<file path="config.mk">
export PLATFORM = sky130hd
export DESIGN_NAME = rail_sequencer
export DESIGN_NICKNAME = d
export VERILOG_FILES = /design/src/rtl/pwrseq_pkg.sv /design/src/rtl/rail_window_check.sv /design/src/rtl/seq_fsm.sv /design/src/rtl/rail_sequencer.sv
export SDC_FILE = /design/constraint.sdc
export NUM_CORES = 1
export LEC_CHECK = 0
export ABC_AREA = 1
export BUFFER_PORTS_ARGS = -buffer_cell sky130_fd_sc_hd__buf_2
export CAP_MARGIN = 0
export CORE_ASPECT_RATIO = 0.8
export CORE_MARGIN = 2
export CORE_UTILIZATION = 54
export CTS_CLUSTER_DIAMETER = 100
export DETAILED_ROUTE_END_ITERATION = 12
export GPL_TIMING_DRIVEN = 0
export PLACE_DENSITY = 0.74
export SLEW_MARGIN = 20
export SYNTH_ARGS = -nofsm -noshare
export SYNTH_HDL_FRONTEND = slang
export SYNTH_SLANG_ARGS = --single-unit
</file>
<file path="constraint.sdc">
create_clock -name clk -period 2.7 [get_ports clk]
set_clock_uncertainty 0.2 [all_clocks]
set_input_delay 0.54 -clock clk [delete_from_list [all_inputs] [get_ports clk]]
set_output_delay 0.54 -clock clk [all_outputs]
set_load 0.1 [all_outputs]
</file>
<file path="src/rtl/pwrseq_pkg.sv">
package pwrseq_pkg;
    localparam int SAMPLE_W = 12;
    localparam int CHAN_W   = 4;

    typedef enum logic [2:0] {
        ST_OFF,
        ST_LINE,
        ST_RAMP,
        ST_RUN,
        ST_DOWN,
        ST_FAULT
    } seq_state_e;

    // Verdict on one reading, one cycle after it arrived
    typedef struct packed {
        logic              valid;
        logic [CHAN_W-1:0] chan;
        logic              in_win;
        logic              fault;   // debounced out-of-window
    } rail_evt_t;
endpackage

</file>
<file path="src/rtl/rail_window_check.sv">
module rail_window_check
    import pwrseq_pkg::*;
#(
    parameter int N_CH     = 7,
    parameter int DEBOUNCE = 2
) (
    input  logic                clk,
    input  logic                rst_n,
    input  logic                smp_valid,
    input  logic [CHAN_W-1:0]   smp_chan,
    input  logic [SAMPLE_W-1:0] smp_data,
    input  logic                thr_wr,
    input  logic [CHAN_W-1:0]   thr_chan,
    input  logic                thr_hi,
    input  logic [SAMPLE_W-1:0] thr_val,
    output rail_evt_t           evt
);
    localparam int IDX_W  = (N_CH > 1) ? $clog2(N_CH) : 1;
    localparam int MISS_W = $clog2(DEBOUNCE + 1);

    typedef struct {
        logic [SAMPLE_W-1:0] lo   [N_CH];
        logic [SAMPLE_W-1:0] hi   [N_CH];
        logic [MISS_W-1:0]   miss [N_CH];
        rail_evt_t           evt;
    } chk_t;

    chk_t s_q, s_d;

    logic [N_CH-1:0] in_win;
    logic [IDX_W-1:0] smp_sel, thr_sel;
    logic smp_hit, thr_hit;

    assign smp_sel = smp_chan[IDX_W-1:0];
    assign thr_sel = thr_chan[IDX_W-1:0];
    assign smp_hit = smp_valid && (int'(smp_chan) < N_CH);
    assign thr_hit = thr_wr && (int'(thr_chan) < N_CH);

    // Inclusive window compare for every channel
    genvar c;
    generate
        for (c = 0; c < N_CH; c++) begin : g_cmp
            assign in_win[c] = (smp_data >= s_q.lo[c]) && (smp_data <= s_q.hi[c]);
        end
    endgenerate

    always_comb begin
        s_d     = s_q;
        s_d.evt = '0;
        if (thr_hit) begin
            if (thr_hi) s_d.hi[thr_sel] = thr_val;
            else        s_d.lo[thr_sel] = thr_val;
        end
        if (smp_hit) begin
            s_d.evt.valid  = 1'b1;
            s_d.evt.chan   = smp_chan;
            s_d.evt.in_win = in_win[smp_sel];
            if (in_win[smp_sel]) begin
                s_d.miss[smp_sel] = '0;
            end else begin
                if (int'(s_q.miss[smp_sel]) < DEBOUNCE)
                    s_d.miss[smp_sel] = s_q.miss[smp_sel] + MISS_W'(1);
                s_d.evt.fault = (int'(s_q.miss[smp_sel]) + 1 >= DEBOUNCE);
            end
        end
    end

    always_ff @(posedge clk or negedge rst_n) begin
        if (!rst_n) begin
            for (int i = 0; i < N_CH; i++) begin
                s_q.lo[i]   <= '0;
                s_q.hi[i]   <= '1;
                s_q.miss[i] <= '0;
            end
            s_q.evt <= '0;
        end else begin
            s_q <= s_d;
        end
    end

    assign evt = s_q.evt;

    // A verdict only follows a reading on a monitored channel
    assert_evt_from_sample_R1: assert property (@(posedge clk) disable iff (!rst_n)
        s_q.evt.valid |-> ($past(smp_valid) && (int'($past(smp_chan)) < N_CH)));

    // A debounced fault is never an in-window verdict
    assert_fault_out_of_window_R7: assert property (@(posedge clk) disable iff (!rst_n)
        s_q.evt.fault |-> (s_q.evt.valid && !s_q.evt.in_win));
endmodule

</file>
<file path="src/rtl/seq_fsm.sv">
module seq_fsm
    import pwrseq_pkg::*;
#(
    parameter int N_RAILS    = 6,
    parameter int SETTLE_CYC = 20000,
    parameter int OFF_GAP    = 1000
) (
    input  logic               clk,
    input  logic               rst_n,
    input  rail_evt_t          evt,
    input  logic               up_req,
    input  logic               down_req,
    output logic [N_RAILS-1:0] rail_en,
    output logic               target_rst_n,
    output logic               fault
);
    localparam int IDX_W = (N_RAILS > 1) ? $clog2(N_RAILS) : 1;
    localparam int TMAX  = (SETTLE_CYC > OFF_GAP) ? SETTLE_CYC : OFF_GAP;
    localparam int TMR_W = (TMAX > 1) ? $clog2(TMAX) : 1;

    typedef struct packed {
        seq_state_e         st;
        logic [IDX_W-1:0]   idx;
        logic [TMR_W-1:0]   tmr;
        logic [N_RAILS-1:0] en;
        logic               trst;
        logic               flt;
    } fsm_t;

    fsm_t s_q, s_d;
    logic [IDX_W-1:0] nxt;
    logic ok_next, bad_checked, bad_any;

    assign nxt         = s_q.idx + IDX_W'(1);
    // Good reading on the rail currently settling (channel idx+1)
    assign ok_next     = evt.valid && evt.in_win && (int'(evt.chan) == int'(s_q.idx) + 1);
    // Debounced fault on a rail already confirmed (channel 0..idx)
    assign bad_checked = evt.valid && evt.fault && (int'(evt.chan) <= int'(s_q.idx));
    assign bad_any     = evt.valid && evt.fault;

    always_comb begin
        s_d = s_q;
        unique case (s_q.st)
            ST_OFF: begin
                s_d.en   = '0;
                s_d.trst = 1'b0;
                if (up_req) s_d.st = ST_LINE;
            end
            ST_LINE: begin
                if (down_req) begin
                    s_d.st = ST_OFF;
                end else if (evt.valid && evt.in_win && evt.chan == '0) begin
                    s_d.st    = ST_RAMP;
                    s_d.idx   = '0;
                    s_d.tmr   = '0;
                    s_d.en[0] = 1'b1;
                end
            end
            ST_RAMP: begin
                if (down_req) begin
                    s_d.st  = ST_DOWN;
                    s_d.tmr = '0;
                end else if (bad_checked) begin
                    s_d.st = ST_LINE;
                    s_d.en = '0;
                end else if (ok_next) begin
                    s_d.tmr = '0;
                    if (s_q.idx == IDX_W'(N_RAILS - 1)) begin
                        s_d.st   = ST_RUN;
                        s_d.trst = 1'b1;
                    end else begin
                        s_d.idx     = nxt;
                        s_d.en[nxt] = 1'b1;
                    end
                end else if (s_q.tmr == TMR_W'(SETTLE_CYC - 1)) begin
                    s_d.st  = ST_FAULT;
                    s_d.en  = '0;
                    s_d.flt = 1'b1;
                end else begin
                    s_d.tmr = s_q.tmr + TMR_W'(1);
                end
            end
            ST_RUN: begin
                if (down_req) begin
                    s_d.st   = ST_DOWN;
                    s_d.idx  = IDX_W'(N_RAILS - 1);
                    s_d.tmr  = '0;
                    s_d.trst = 1'b0;
                end else if (bad_any) begin
                    s_d.st   = ST_LINE;
                    s_d.en   = '0;
                    s_d.trst = 1'b0;
                end
            end
            ST_DOWN: begin
                s_d.trst = 1'b0;
                if (s_q.tmr == TMR_W'(OFF_GAP - 1)) begin
                    s_d.tmr         = '0;
                    s_d.en[s_q.idx] = 1'b0;
                    if (s_q.idx == '0) s_d.st = ST_OFF;
                    else               s_d.idx = s_q.idx - IDX_W'(1);
                end else begin
                    s_d.tmr = s_q.tmr + TMR_W'(1);
                end
            end
            ST_FAULT: begin
                s_d.en   = '0;
                s_d.trst = 1'b0;
                if (up_req) begin
                    s_d.st  = ST_LINE;
                    s_d.flt = 1'b0;
                end
            end
            default: s_d = '0;
        endcase
    end

    always_ff @(posedge clk or negedge rst_n) begin
        if (!rst_n) begin
            s_q    <= '0;
            s_q.st <= ST_OFF;
        end else begin
            s_q <= s_d;
        end
    end

    assign rail_en      = s_q.en;
    assign target_rst_n = s_q.trst;
    assign fault        = s_q.flt;

    assert_thermometer_R3: assert property (@(posedge clk) disable iff (!rst_n)
        (s_q.en & (s_q.en + N_RAILS'(1))) == '0);

    assert_one_rise_R3: assert property (@(posedge clk) disable iff (!rst_n)
        $countones(s_q.en & ~$past(s_q.en)) <= 1);

    assert_release_all_on_R5: assert property (@(posedge clk) disable iff (!rst_n)
        s_q.trst |-> (&s_q.en));

    assert_fault_dark_R9: assert property (@(posedge clk) disable iff (!rst_n)
        s_q.flt |-> (s_q.en == '0 && !s_q.trst));

    assert_reset_before_drop_R8: assert property (@(posedge clk) disable iff (!rst_n)
        ($countones($past(s_q.en) & ~s_q.en) == 1) |-> !$past(s_q.trst));
endmodule

</file>
<file path="src/rtl/rail_sequencer.sv">
module rail_sequencer
    import pwrseq_pkg::*;
#(
    parameter int N_RAILS    = 6,
    parameter int SETTLE_CYC = 20000,
    parameter int OFF_GAP    = 1000,
    parameter int DEBOUNCE   = 2
) (
    input  logic                clk,
    input  logic                rst_n,
    input  logic                smp_valid,
    input  logic [CHAN_W-1:0]   smp_chan,
    input  logic [SAMPLE_W-1:0] smp_data,
    input  logic                thr_wr,
    input  logic [CHAN_W-1:0]   thr_chan,
    input  logic                thr_hi,
    input  logic [SAMPLE_W-1:0] thr_val,
    input  logic                up_req,
    input  logic                down_req,
    output logic [N_RAILS-1:0]  rail_en,
    output logic                target_rst_n,
    output logic                fault
);
    localparam int N_CH = N_RAILS + 1;

    rail_evt_t evt;

    rail_window_check #(
        .N_CH     (N_CH),
        .DEBOUNCE (DEBOUNCE)
    ) u_check (
        .clk       (clk),
        .rst_n     (rst_n),
        .smp_valid (smp_valid),
        .smp_chan  (smp_chan),
        .smp_data  (smp_data),
        .thr_wr    (thr_wr),
        .thr_chan  (thr_chan),
        .thr_hi    (thr_hi),
        .thr_val   (thr_val),
        .evt       (evt)
    );

    seq_fsm #(
        .N_RAILS    (N_RAILS),
        .SETTLE_CYC (SETTLE_CYC),
        .OFF_GAP    (OFF_GAP)
    ) u_fsm (
        .clk          (clk),
        .rst_n        (rst_n),
        .evt          (evt),
        .up_req       (up_req),
        .down_req     (down_req),
        .rail_en      (rail_en),
        .target_rst_n (target_rst_n),
        .fault        (fault)
    );
endmodule

</file>
# After elaboration in Yosys (flattened, before gate mapping)
# Cells that the tools add are included.
# totals
output_inout_bits	8
inputBits	39
ff_bits	218
# classes
bitwise_logic	11
n_lt_le_gt_ge	28
eq_ne	34
muxes	65
reduce_logical	34
addsub	6
# op_table
op	count
$bwmux W84	2
$pmux W18 S5	1
$ge A12 B12 Y1	7
$le A12 B12 Y1	7
$mux W18	3
$mux W15	3
$mux W21	2
$mux W3	14
$demux W12 S3	1
$mux W6	6
$eq A5 B32 Y1	1
$ge A32 B3 Y1 const B	1
$mux W14	2
$pmux W5 S4	1
$logic_and A1 B1 Y1	18
$ne A2 B2 Y1 const B	9
$reduce_and A6 Y1	3
$ne A2 B1 Y1 const B	8
$add A15 B1 Y15 const B	1
$eq A15 B10 Y1 const B	1
$eq A15 B15 Y1 const B	1
$pmux W3 S5	1
$and A14 B14 Y14	1
$bwmux W14	1
48 further kinds	83

# Longest topological paths before layout
# Gate-level depths: netlist (run 1).
# depth
depth_word	11
ltp_mapped	19
ltp_nobuf	19

# Modules after synthesis
# A second synthesis (run 1) with hierarchy kept.
# unflattened
hier_cells	1902
hier_area_um2	14446.4
# modules_own_cells
module	area_per_inst_um2	instances	cells_each
rail_window_check	11838.9	1	1510
seq_fsm	2607.5	1	392

# Worst setup path before layout (run 1)
# OpenSTA, ideal clock, no wires.
# synth_path
path_type	reg2reg
start	reg u_fsm.s_q[23] (netlist bit)
end	reg u_fsm.s_q[28] (netlist bit)
path_stages_with_launch	14
slack_ns	0.020
path_buffers	2
setup_ns	0.125
period_less_slack_ns	2.680
arrival_ns	2.355
cell_sequence	dfrtp_1 buf_2 clkinv_1 ha_1 buf_2 xor2_1 nor3_2 nand3_2 inv_2 nand2_4 nand2_1 nand3_1 nand2_1 mux2_2
# synth_between
elab_chain_len	7
# synth_rtl
item	line	text
from (decl)	seq_fsm.sv:30	fsm_t s_q, s_d;
$add A3 B1 Y4	seq_fsm.sv:36	assign ok_next = evt.valid && evt.in_win && (int'(evt.chan) == int'(s_q.idx) + 1);
$eq A5 B32 Y1	seq_fsm.sv:36	
$logic_and A1 B1 Y1	seq_fsm.sv:36	
$mux W3	seq_fsm.sv:66	end else if (ok_next) begin
$mux W3	seq_fsm.sv:63	end else if (bad_checked) begin
$mux W3	seq_fsm.sv:60	if (down_req) begin
$pmux W3 S5	seq_fsm.sv:43	unique case (s_q.st)
# Several ways; a longest one is shown, not always the timed one.
# A chain may end at the register's enable or synchronous reset.

# Worst setup path in the final report (run 1)
# layout_path
start	in smp_data[9]
end	reg u_check.s_q[16] (netlist bit)
# layout_between
elab_chain_len	6
# layout_rtl
item	line	text
from (decl)	rail_sequencer.sv:13	input logic [SAMPLE_W-1:0] smp_data,
$ge A12 B12 Y1 or $le A12 B12 Y1 (tied branches)	rail_window_check.sv:43	assign in_win[c] = (smp_data >= s_q.lo[c]) && (smp_data <= s_q.hi[c]);
$logic_and A1 B1 Y1	rail_window_check.sv:43	
$bmux W1 S3 *	rail_window_check.sv:58	if (in_win[smp_sel]) begin
$mux W1 (implied by the code) *	rail_window_check.sv:58	
$reduce_bool A2 Y1 (no source line)	n/a	
$reduce_and A2 Y1 (no source line)	n/a	
to (decl)	rail_window_check.sv:28	chk_t s_q, s_d;
# Mark *: on every way between the ends. The rest lies on a longest branch, timed or not. The select of a mux whose other input is x is not followed.

==> results of run 1 <==
## through the flow
stage	hold slack, ns	util	setup WS (ns)	power, mW	instances
after CTS	0.0864	0.612	0.00258	11.8	2167
after global routing	0.103	0.628	-0.0465	12.9	2177
final	0.111	0.628	0.0629	12.1	2177
after detailed placement	0.260	0.575	-0.788	8.24	2115
after global placement	0.259	0.572	-2.83	8.05	2113
after floorplan	0.0444	-	0.0203	7.22	1744
## cells in the final DEF (no fill, tap or decap), types with 6 or more instances in the layout
| master | n |
|---|---|
| nand2_1 | 448 |
| inv_1 | 281 |
| o21ai_0 | 210 |
| ha_1 | 167 |
| dfrtp_1 | 132 |
| dfstp_2 | 84 |
| a21oi_1 | 74 |
| nor2_1 | 51 |
| clkbuf_1 | 47 |
| buf_2 | 43 |
| nand3_1 | 43 |
| nor3_1 | 29 |
| nand4_1 | 29 |
| clkbuf_16 | 25 |
| nand2_2 | 24 |
| buf_4 | 21 |
| ha_4 | 10 |
| o21bai_1 | 8 |
| nor2_4 | 7 |
| nor2_2 | 6 |
| xor2_1 | 6 |
| clkbuf_8 | 6 |
## cells in the mapped netlist, drive strengths merged (2+ instances only)
cell type | n | share of area
a21o | 3 | 0.0016
a21oi | 77 | 0.028
a22o | 4 | 0.0025
a22oi | 2 | 0.0011
a311oi | 2 | 0.0013
a31oi | 3 | 0.0014
and2 | 2 | 0.00091
buf | 12 | 0.0068
clkbuf | 41 | 0.011
clkinv | 2 | 0.00091
dfrtp | 134 | 0.24
dfstp | 84 | 0.16
ha | 177 | 0.16
inv | 289 | 0.079
nand2 | 478 | 0.13
nand3 | 49 | 0.019
nand4 | 29 | 0.013
nor2 | 64 | 0.018
nor3 | 31 | 0.012
nor3b | 3 | 0.0016
nor4 | 3 | 0.0018
o21a | 5 | 0.0027
o21ai | 217 | 0.079
o21bai | 8 | 0.0044
o311ai | 4 | 0.0025
o31ai | 2 | 0.0011
xor2 | 7 | 0.0050
## worst paths after layout
kind,start,to,slack (ns),depth (start not counted)
worst max-delay path,smp_data[9],u_check.s_q[16]$_DFFE_PN0P_,0.06,16
worst min-delay path,smp_chan[2],u_check.evt[4]$_DFF_PN0_,0.11,3
worst max register to register,u_check.s_q[75]$_DFFE_PN1P_,u_check.s_q[16]$_DFFE_PN0P_,0.08,15
worst min register to register,u_check.s_q[16]$_DFFE_PN0P_,u_check.s_q[16]$_DFFE_PN0P_,0.27,2
max in group asynchronous,rst_n,u_check.s_q[41]$_DFFE_PN1P_,1.07,3
min in group asynchronous,rst_n,u_check.s_q[141]$_DFFE_PN0P_,0.43,2
## flip-flops by register name, indices dropped and copies added (netlist names)
name / flops
u_fsm.rail_en: 6
u_fsm.fault: 1
u_fsm.s_q: 21
u_fsm.target_rst_n: 1
u_check.evt: 7
u_check.s_q: 182
## repair_timing
| action | 4_1_cts | 5_1_grt |
|---|---|---|
| setup endpoints to repair | 41 | 33 |
| pin swaps | 2 | 33 |
| setup buffers | 7 | 10 |
| hold buffers | 1 | 0 |
| hold endpoints to repair | 26 | 0 |
| gates resized for setup | 11 | 75 |
## cells by family after synthesis
| family | count (synthesis) |
|---|---|
| DFF | 218 |
| muxes | 1 |
| and+or+nand+nor | 659 |
| AOI/OAI and AO/OA | 336 |
| adders and majority gates | 177 |
| other | 1 |
| buffers and inverters | 344 |
| xor gates and xnor gates | 8 |
## area by class of cell
type / count / area [µm²]
plain buffers: 52 / 245
clock buffers: 37 / 731
clock inverters: 8 / 118
fillers: 2126 / 9360
inverters: 291 / 1110
multi-input cells: 1182 / 7190
flip-flops and latches: 218 / 5560
well taps: 324 / 405
repair buffers: 65 / 453
## worst max-delay path: cells and delay by family
kind | cells | cell delay, ns
adder cells (fa/ha/maj) | 1 | 0.31
AO/OA/AOI/OAI | 1 | 0.14
AND/OR/NAND/NOR | 13 | 1.29
buffers and inverters | 1 | 0.54
## per-layer routing
metal  part of all wire  wire length (µm)
met1               0.45             16400
met4              0.026               946
met2               0.45             16400
met3              0.073              2660
met5                  0                 0
## power groups by stage
| stage | clock network, mW | registers (mW) | logic, mW |
|---|---|---|---|
| floorplan | 0 | 4.43 | 2.79 |
| global placement | 0 | 4.45 | 3.60 |
| detailed placement | 0 | 4.47 | 3.78 |
| CTS | 3.54 | 4.42 | 3.84 |
| global route | 3.70 | 4.51 | 4.72 |
| finish | 3.51 | 4.43 | 4.12 |
==> flow_metrics.tcl, run 1 <==
set metrics [dict create \
    path_clk_slew_ns 0.06 \
    num_antenna_cells 0 \
    insertion_delay_ns 0.52 \
    slew_headroom 0.327 \
    synth_top_family_by_area "simple AND/OR/NAND/NOR gates" \
    vias 12000 \
    synth_fa_ha_area_frac 0.161 \
    crit_top_cell "nand2_2" \
    end_kind "register" \
    nNetsFinal 2051 \
    cp.required_ns 2.91 \
    rsz0062_at_grt "true" \
    grt_util_met1 0.402 \
    setup_tns_ns 0 \
    fin_crit_ns 2.64 \
    async_flop_share 1.00 \
    grt_antenna_before_repair 0 \
    status "completed" \
    p_per_area_nw_per_um2 763 \
    die_y_um 147 \
    synth_cell_types 53 \
    power.clock.fraction 0.291 \
    detailed_place.area_um2 14500 \
    maxCapViolCount 0 \
    avgSynthCellArea_um2 7.90 \
    grt_busiest_layer "met2" \
    dp_hpwl_um 23900 \
    num_rows 52 \
    avgViaCountPerCell 5.51 \
    postSynthCellCount 1744 \
    worstHoldPathType "input pin to register" \
    wl_per_cell_um 16.8 \
    overflow 0 \
    synthSimpleGateAreaFrac 0.199 \
    track_usage 0.276 \
    drc 0 \
    worst_pin_slew_ns 1.01 \
    power.internal_mw 7.74 \
    cts_tree "built" \
    finalCritPeriodShare 0.977 \
    worstPathCellList "buf_2 -> ha_4 -> a21oi_1 -> nor2_1 -> nor2_2 -> nand3_2 -> nand2_2 -> nand2_2 -> nand2_2 -> nand3_2 -> nor2_4 -> nand3_4 -> nand2_8 -> nand2_2 -> nand2_1 -> nand2_1" \
    port_buffers 45 \
    start_util 0.547 \
    first_iter_violations 1174 \
    synth_warnings 0 \
    combPwrFrac 0.342 \
    switching_share 0.358 \
    grt_pass1_wl_um 58500 \
    setup_viol 0 \
    gp_congestion 0.906 \
    use_met2 0.439 \
    slowest_stage "buf_2" \
    core-area_um2 25200 \
    dieArea_um2 26800 \
    synth_edf_count 0 \
    dr.pass1.iters 7 \
    io_pins 47 \
    power.switching_mw 4.32 \
    antenna_left 0 \
    cts.sinks 218 \
    cpPeakStageDelay_ns 0.54 \
    synthesis.area_um2 13800 \
    ys_ff_latch 218 \
    max_freq_mhz 379 \
    synth_compound_area_frac 0.132 \
    final_area_um2 15800 \
    synth_nets 1960 \
    synth_seq_area_share 0.404 \
    hold_viol 0 \
    drive_gt1_frac 0.154 \
    vdd_ir_drop_max_uv 574 \
    cp_data_arrival_time_ns 2.85 \
    p_leak_nw 7.70 \
    wl_um 36500 \
    grt_max_degree 81 \
    grt_pass1_vias 11300 \
    crit_path_start_kind "input pin" \
    use_met3 0.0290 \
    maxSlewViolCount 0 \
    crit_type "input pin to register" \
    clk_path_buf_depth 3 \
    htreeDepth 1 \
    synth-main-ff-cell "dfrtp_1" \
    power_frac_seq 0.368 \
    root_buffer "clkbuf_16" \
    dieWidth_um 183 \
    cts_buffers 25 \
    synth.area.mux_share 0.000818 \
    synthXorXnorAreaFrac 0.00563 \
    syn_to_final_growth_pct 14.9 \
    critPathMaxFanout 14 \
]
Power figures use the tool's default switching activity.
==> inputs of run 2 (changes only) <==
- MAX_ROUTING_LAYER: not set -> met4
==> flow_metrics.tcl, run 2 (synthesized netlist as in run 1, its figures left out) <==
set metrics [dict create \
    regMostFlops "u_check.s_q" \
    hold_depth 3 \
    r2r_end "u_check.s_q[16]$_DFFE_PN0P_" \
    start_util 0.547 \
    cts_tree "built" \
    cp_data_arrival_time_ns 2.86 \
    dp_hpwl_um 23800 \
    rsz0062_at_grt "true" \
    largest_reg_flops 182 \
    path_clk_slew_ns 0.06 \
    critPathMaxFanout 7 \
    r2r_start "u_check.s_q[56]$_DFFE_PN1P_" \
    wl_um 36500 \
    final_util 0.631 \
    power.internal_mw 7.84 \
    worstRegToRegCells 15 \
    slew_headroom 0.363 \
    drc 0 \
    crit_path_start_kind "register" \
    clk_path_buf_depth 3 \
    num_rows 52 \
    gp_congestion 0.917 \
    reg_top3 "u_check.s_q: 182 flops, u_fsm.s_q: 21 flops, u_check.evt: 7 flops" \
    final_area_um2 15900 \
    wl_per_cell_um 16.8 \
    first_iter_violations 958 \
    status "completed" \
    grt_pass1_vias 11400 \
    worst-r2r-setup-slack_ns 0.06 \
    switching_share 0.361 \
    die_y_um 147 \
    power_frac_seq 0.363 \
    power.switching_mw 4.42 \
    finalCritPeriodShare 0.979 \
    worst_pin_slew_ns 0.956 \
    track_usage 0.284 \
    port_buffers 45 \
    htreeDepth 1 \
    hp-start "smp_chan[2]" \
    p_leak_nw 7.72 \
    antenna_left 0 \
    dr.pass1.iters 7 \
    end_kind "register" \
    setup_viol 0 \
    root_buffer "clkbuf_16" \
    fillerInstances 2142 \
    core-area_um2 25200 \
    layout_commonest_cell "nand2_1" \
    cts_buffers 24 \
    maxCapViolCount 0 \
    overflow 0 \
    nNetsFinal 2047 \
    hold_viol 0 \
    insertion_delay_ns 0.53 \
    final_cell_mix "nand2_1 (438), inv_1 (279), o21ai_0 (212)" \
    hold-path-endpoint "u_check.evt[4]$_DFF_PN0_" \
    max_freq_mhz 378 \
    wl_met3_um 2440 \
    vdd_ir_drop_max_uv 510 \
    detailed_place.area_um2 14500 \
    avgViaCountPerCell 5.50 \
    vias 12000 \
    whs_ns 0.100 \
    syn_to_final_growth_pct 15.4 \
    combPwrFrac 0.345 \
    power.total_mw 12.3 \
    dieWidth_um 183 \
    drive_gt1_frac 0.161 \
    wl_met2_um 16300 \
    worstHoldPathType "input pin to register" \
    dieArea_um2 26800 \
    cts.sinks 218 \
    p_per_area_nw_per_um2 772 \
    cp.required_ns 2.92 \
    crit_type "register to register" \
    maxSlewViolCount 0 \
    fin_crit_ns 2.64 \
    wl_met1_um 16800 \
    io_pins 47 \
    routed.top_layer "met4" \
    grt_antenna_before_repair 0 \
    grt_pass1_wl_um 58500 \
    grt_max_degree 92 \
    power.clock.fraction 0.292 \
]
-- run 2: cell type report --
type                            count  area (µm²)  share of cell area
Antenna cell                        1        2.50            0.000157
Buffer                             53         264              0.0166
Clock buffer                       33         696              0.0438
Clock inverter                     11         161              0.0102
Inverter                          291        1110              0.0697
Multi-Input combinational cell   1182        7280               0.458
Sequential cell                   218        5560               0.350
Tap cell                          324         405              0.0255
Timing Repair Buffer               61         412              0.0259
-- run 2: per-layer routing --
layer | vias to the layer above | track usage
li1 | 5825 | -
met2 | 353 | 0.433
met5 | - | -
met4 | 0 | 0.0891
met3 | 71 | 0.0444
met1 | 5705 | 0.391
-- run 2: power by group through the flow --
stage          Clock (mW)  Sequential (mW)  Combinational [mW]
6_report             3.58             4.45                4.24
5_1_grt              3.76             4.52                4.83
4_1_cts              3.63             4.42                3.87
3_5_place_dp            0             4.47                3.78
3_3_place_gp            0             4.45                3.61
2_1_floorplan           0             4.43                2.79
-- run 2: worst max-delay path, stage by stage, from the launching register on --
cell and delay [ns]:
dfstp_2 0.53, inv_1 0.04, ha_1 0.31, a21oi_1 0.19, o21a_1 0.16, nand3_1 0.09, nand2_1 0.09, nand2_2 0.10
nand2_1 0.08, nand2_1 0.09, nor2_4 0.16, nand3_4 0.15, nand2_8 0.16, nand2_4 0.06, nand2_2 0.09, nand2_1 0.05
-- run 2: worst max path at each step --
stage,startpoint,endpoint,cells after the start
after global routing,u_check.s_q[78]$_DFFE_PN1P_,u_check.s_q[16]$_DFFE_PN0P_,16
after global placement,rst_n,u_check.s_q[16]$_DFFE_PN0P_,1
after floorplan,u_fsm.s_q[23]$_DFFE_PN0P_,u_fsm.s_q[28]$_DFFE_PN0P_,13
final,u_check.s_q[56]$_DFFE_PN1P_,u_check.s_q[16]$_DFFE_PN0P_,15
after detailed placement,smp_data[0],u_check.s_q[18]$_DFFE_PN0P_,18
after CTS,u_check.s_q[56]$_DFFE_PN1P_,u_check.s_q[17]$_DFFE_PN0P_,15
-- run 2: what timing repair did --
action                                  CTS  global route
setup buffers                             6             7
hold buffers                              1             0
endpoints found under the setup margin   42            37
pin swaps                                 1            40
endpoints found under the hold margin    39             0
gates resized for setup                  12            93
-- run 2: stage by stage --
| step | setup TNS, ns | instances | worst slack, ns |
|---|---|---|---|
| 2_1_floorplan | 0 | 1744 | 0.0203 |
| 3_3_place_gp | -522.30 | 2113 | -2.84 |
| 3_5_place_dp | -18.61 | 2115 | -0.815 |
| 4_1_cts | 0 | 2166 | 0.00439 |
| 5_1_grt | -0.280 | 2173 | -0.0370 |
| 6_report | 0 | 2174 | 0.0572 |
==> inputs of run 3 (changes only) <==
- PLACE_DENSITY: 0.74 -> 0.71
- clock period: 2.7 -> 2.9 ns (I/O delays scaled with it)
==> flow_metrics.tcl, run 3 (synthesized netlist as in run 1, its figures left out) <==
set metrics [dict create \
    first_iter_violations 1014 \
    cts_tree "built" \
    cp_data_arrival_time_ns 3.06 \
    crit_type "input pin to register" \
    cts_buffers 24 \
    maxSlewViolCount 0 \
    setup_viol 0 \
    root_buffer "clkbuf_16" \
    wl_um 35700 \
    reg_top3 "u_check.s_q: 182 flops, u_fsm.s_q: 21 flops, u_check.evt: 7 flops" \
    detailed_place.area_um2 14500 \
    worst_pin_slew_ns 1.02 \
    clk_path_buf_depth 3 \
    hold_depth 3 \
    cpPeakStageDelay_ns 0.49 \
    crit_top_cell "nand2_1" \
    grt_antenna_before_repair 1 \
    cp.required_ns 3.16 \
    track_usage 0.282 \
    antenna_left 0 \
    critPathMaxFanout 14 \
    dr.pass1.iters 5 \
    power_frac_seq 0.377 \
    gp_congestion 0.925 \
    dieArea_um2 26800 \
    cts.sinks 218 \
    final_cell_mix "nand2_1 (467), inv_1 (284), o21ai_0 (211)" \
    crit_path_start_kind "input pin" \
    max_freq_mhz 357 \
    grt_pass1_wl_um 58200 \
    power.internal_mw 7.00 \
    num_antenna_cells 0 \
    drive_gt1_frac 0.122 \
    final_util 0.613 \
    grt_max_degree 101 \
    worstRegToRegCells 13 \
    core-area_um2 25200 \
    slew_headroom 0.322 \
    slowest_stage "buf_2" \
    power.switching_mw 3.93 \
    die_y_um 147 \
    start_util 0.547 \
    p_per_area_nw_per_um2 709 \
    layout_commonest_cell "nand2_1" \
    finalCritPeriodShare 0.965 \
    final_area_um2 15400 \
    worstPathCellList "buf_2 -> ha_1 -> a21oi_1 -> nor2_1 -> nor2_1 -> nand3_1 -> nand2_2 -> nand2_2 -> nand2_1 -> nand3_1 -> nor2_2 -> nand3_2 -> buf_4 -> o21ai_0 -> nand2_1 -> nand2_1" \
    grt_pass1_vias 11200 \
    vdd_ir_drop_max_uv 428 \
    hold-path-endpoint "u_check.evt[4]$_DFF_PN0_" \
    worst-r2r-setup-slack_ns 0.14 \
    p_leak_nw 7.60 \
    dieWidth_um 183 \
    dp_hpwl_um 23900 \
    hold_viol 0 \
    hp-start "smp_chan[2]" \
    maxCapViolCount 0 \
    worstHoldPathType "input pin to register" \
    insertion_delay_ns 0.52 \
    r2r_end "u_fsm.s_q[28]$_DFFE_PN0P_" \
    r2r_start "u_fsm.s_q[23]$_DFFE_PN0P_" \
    htreeDepth 1 \
    vias 11900 \
    largest_reg_flops 182 \
    syn_to_final_growth_pct 12.0 \
    fin_crit_ns 2.80 \
    num_rows 52 \
    status "completed" \
    nNetsFinal 2043 \
    port_buffers 45 \
    regMostFlops "u_check.s_q" \
    startpoint "smp_data[9]" \
    switching_share 0.360 \
    avgViaCountPerCell 5.48 \
    path_clk_slew_ns 0.06 \
    overflow 0 \
    drc 0 \
    combPwrFrac 0.333 \
    io_pins 47 \
    rsz0062_at_grt "true" \
    end_kind "register" \
    wl_per_cell_um 16.5 \
    power.clock.fraction 0.290 \
]
## run 3: cell count changes in the layout (fill, tap and decap cells not counted), moves of 4 or more
cell | before | now
buf_2 | 41 | 45
ha_1 | 164 | 177
ha_4 | 13 | 0
inv_1 | 279 | 284
inv_2 | 8 | 3
nand2_1 | 438 | 467
nand2_2 | 30 | 6
nand2_4 | 9 | 5
nand3_1 | 42 | 46
nor2_1 | 52 | 57
nor2_4 | 7 | 3
## run 3: layout make-up
class / instances / area, µm²
clock inverters: 8 / 92.6
clock buffers: 36 / 728
flip-flops and latches: 218 / 5560
multi-input cells: 1182 / 6900
fillers: 2233 / 9750
plain buffers: 53 / 250
well taps: 324 / 405
repair buffers: 57 / 383
inverters: 291 / 1100
## run 3: timing repair
action,4_1_cts,5_1_grt
endpoints found under the setup margin,35,26
endpoints found under the hold margin,25,0
hold buffers,1,0
setup buffers,4,5
pin swaps,1,5
gates resized for setup,4,13
## run 3: worst max-delay path by stage
stage	to	slack [ns]	depth (start not counted)
after detailed placement	u_check.s_q[15]$_DFFE_PN0P_	-0.62	20
after CTS	u_check.s_q[14]$_DFFE_PN0P_	0.05	18
after floorplan	u_fsm.s_q[28]$_DFFE_PN0P_	0.22	13
after global placement	u_check.s_q[9]$_DFFE_PN0P_	-2.70	1
after global routing	u_check.s_q[14]$_DFFE_PN0P_	-0.02	17
final	u_check.s_q[13]$_DFFE_PN0P_	0.10	16
## run 3: through the flow
stage          worst slack, ns  instances  TNS, ns  power, mW  hold slack (ns)
2_1_floorplan            0.220       1744        0       6.72           0.0844
3_5_place_dp            -0.619       2115   -10.35       7.68            0.264
3_3_place_gp             -2.70       2113  -478.96       7.51            0.262
4_1_cts                 0.0521       2164        0       10.9            0.116
6_report                 0.100       2169        0       10.9            0.126
5_1_grt                -0.0204       2169  -0.0398       11.7            0.137
## run 3: worst max-delay path: cells and delay by family
family                   cells  cell delay [ns]
adder cells (fa/ha/maj)      1             0.35
AND/OR/NAND/NOR             11             1.20
AO/OA/AOI/OAI                2             0.25
buffers and inverters        2             0.68
## run 3: power by group through the flow
stage / Sequential (mW) / Clock [mW] / Combinational (mW)
global route: 4.19 / 3.34 / 4.19
finish: 4.12 / 3.17 / 3.63
detailed placement: 4.16 / 0 / 3.52
floorplan: 4.12 / 0 / 2.59
global placement: 4.15 / 0 / 3.36
CTS: 4.11 / 3.22 / 3.58
## run 3: layer usage
layer  track usage  routed length, µm  up-vias
li1              -                  -     5825
met1         0.410              17000     5681
met2         0.433              15700      322
met3        0.0278               2280       57
met4        0.0573                687        0
met5             -                  0        -
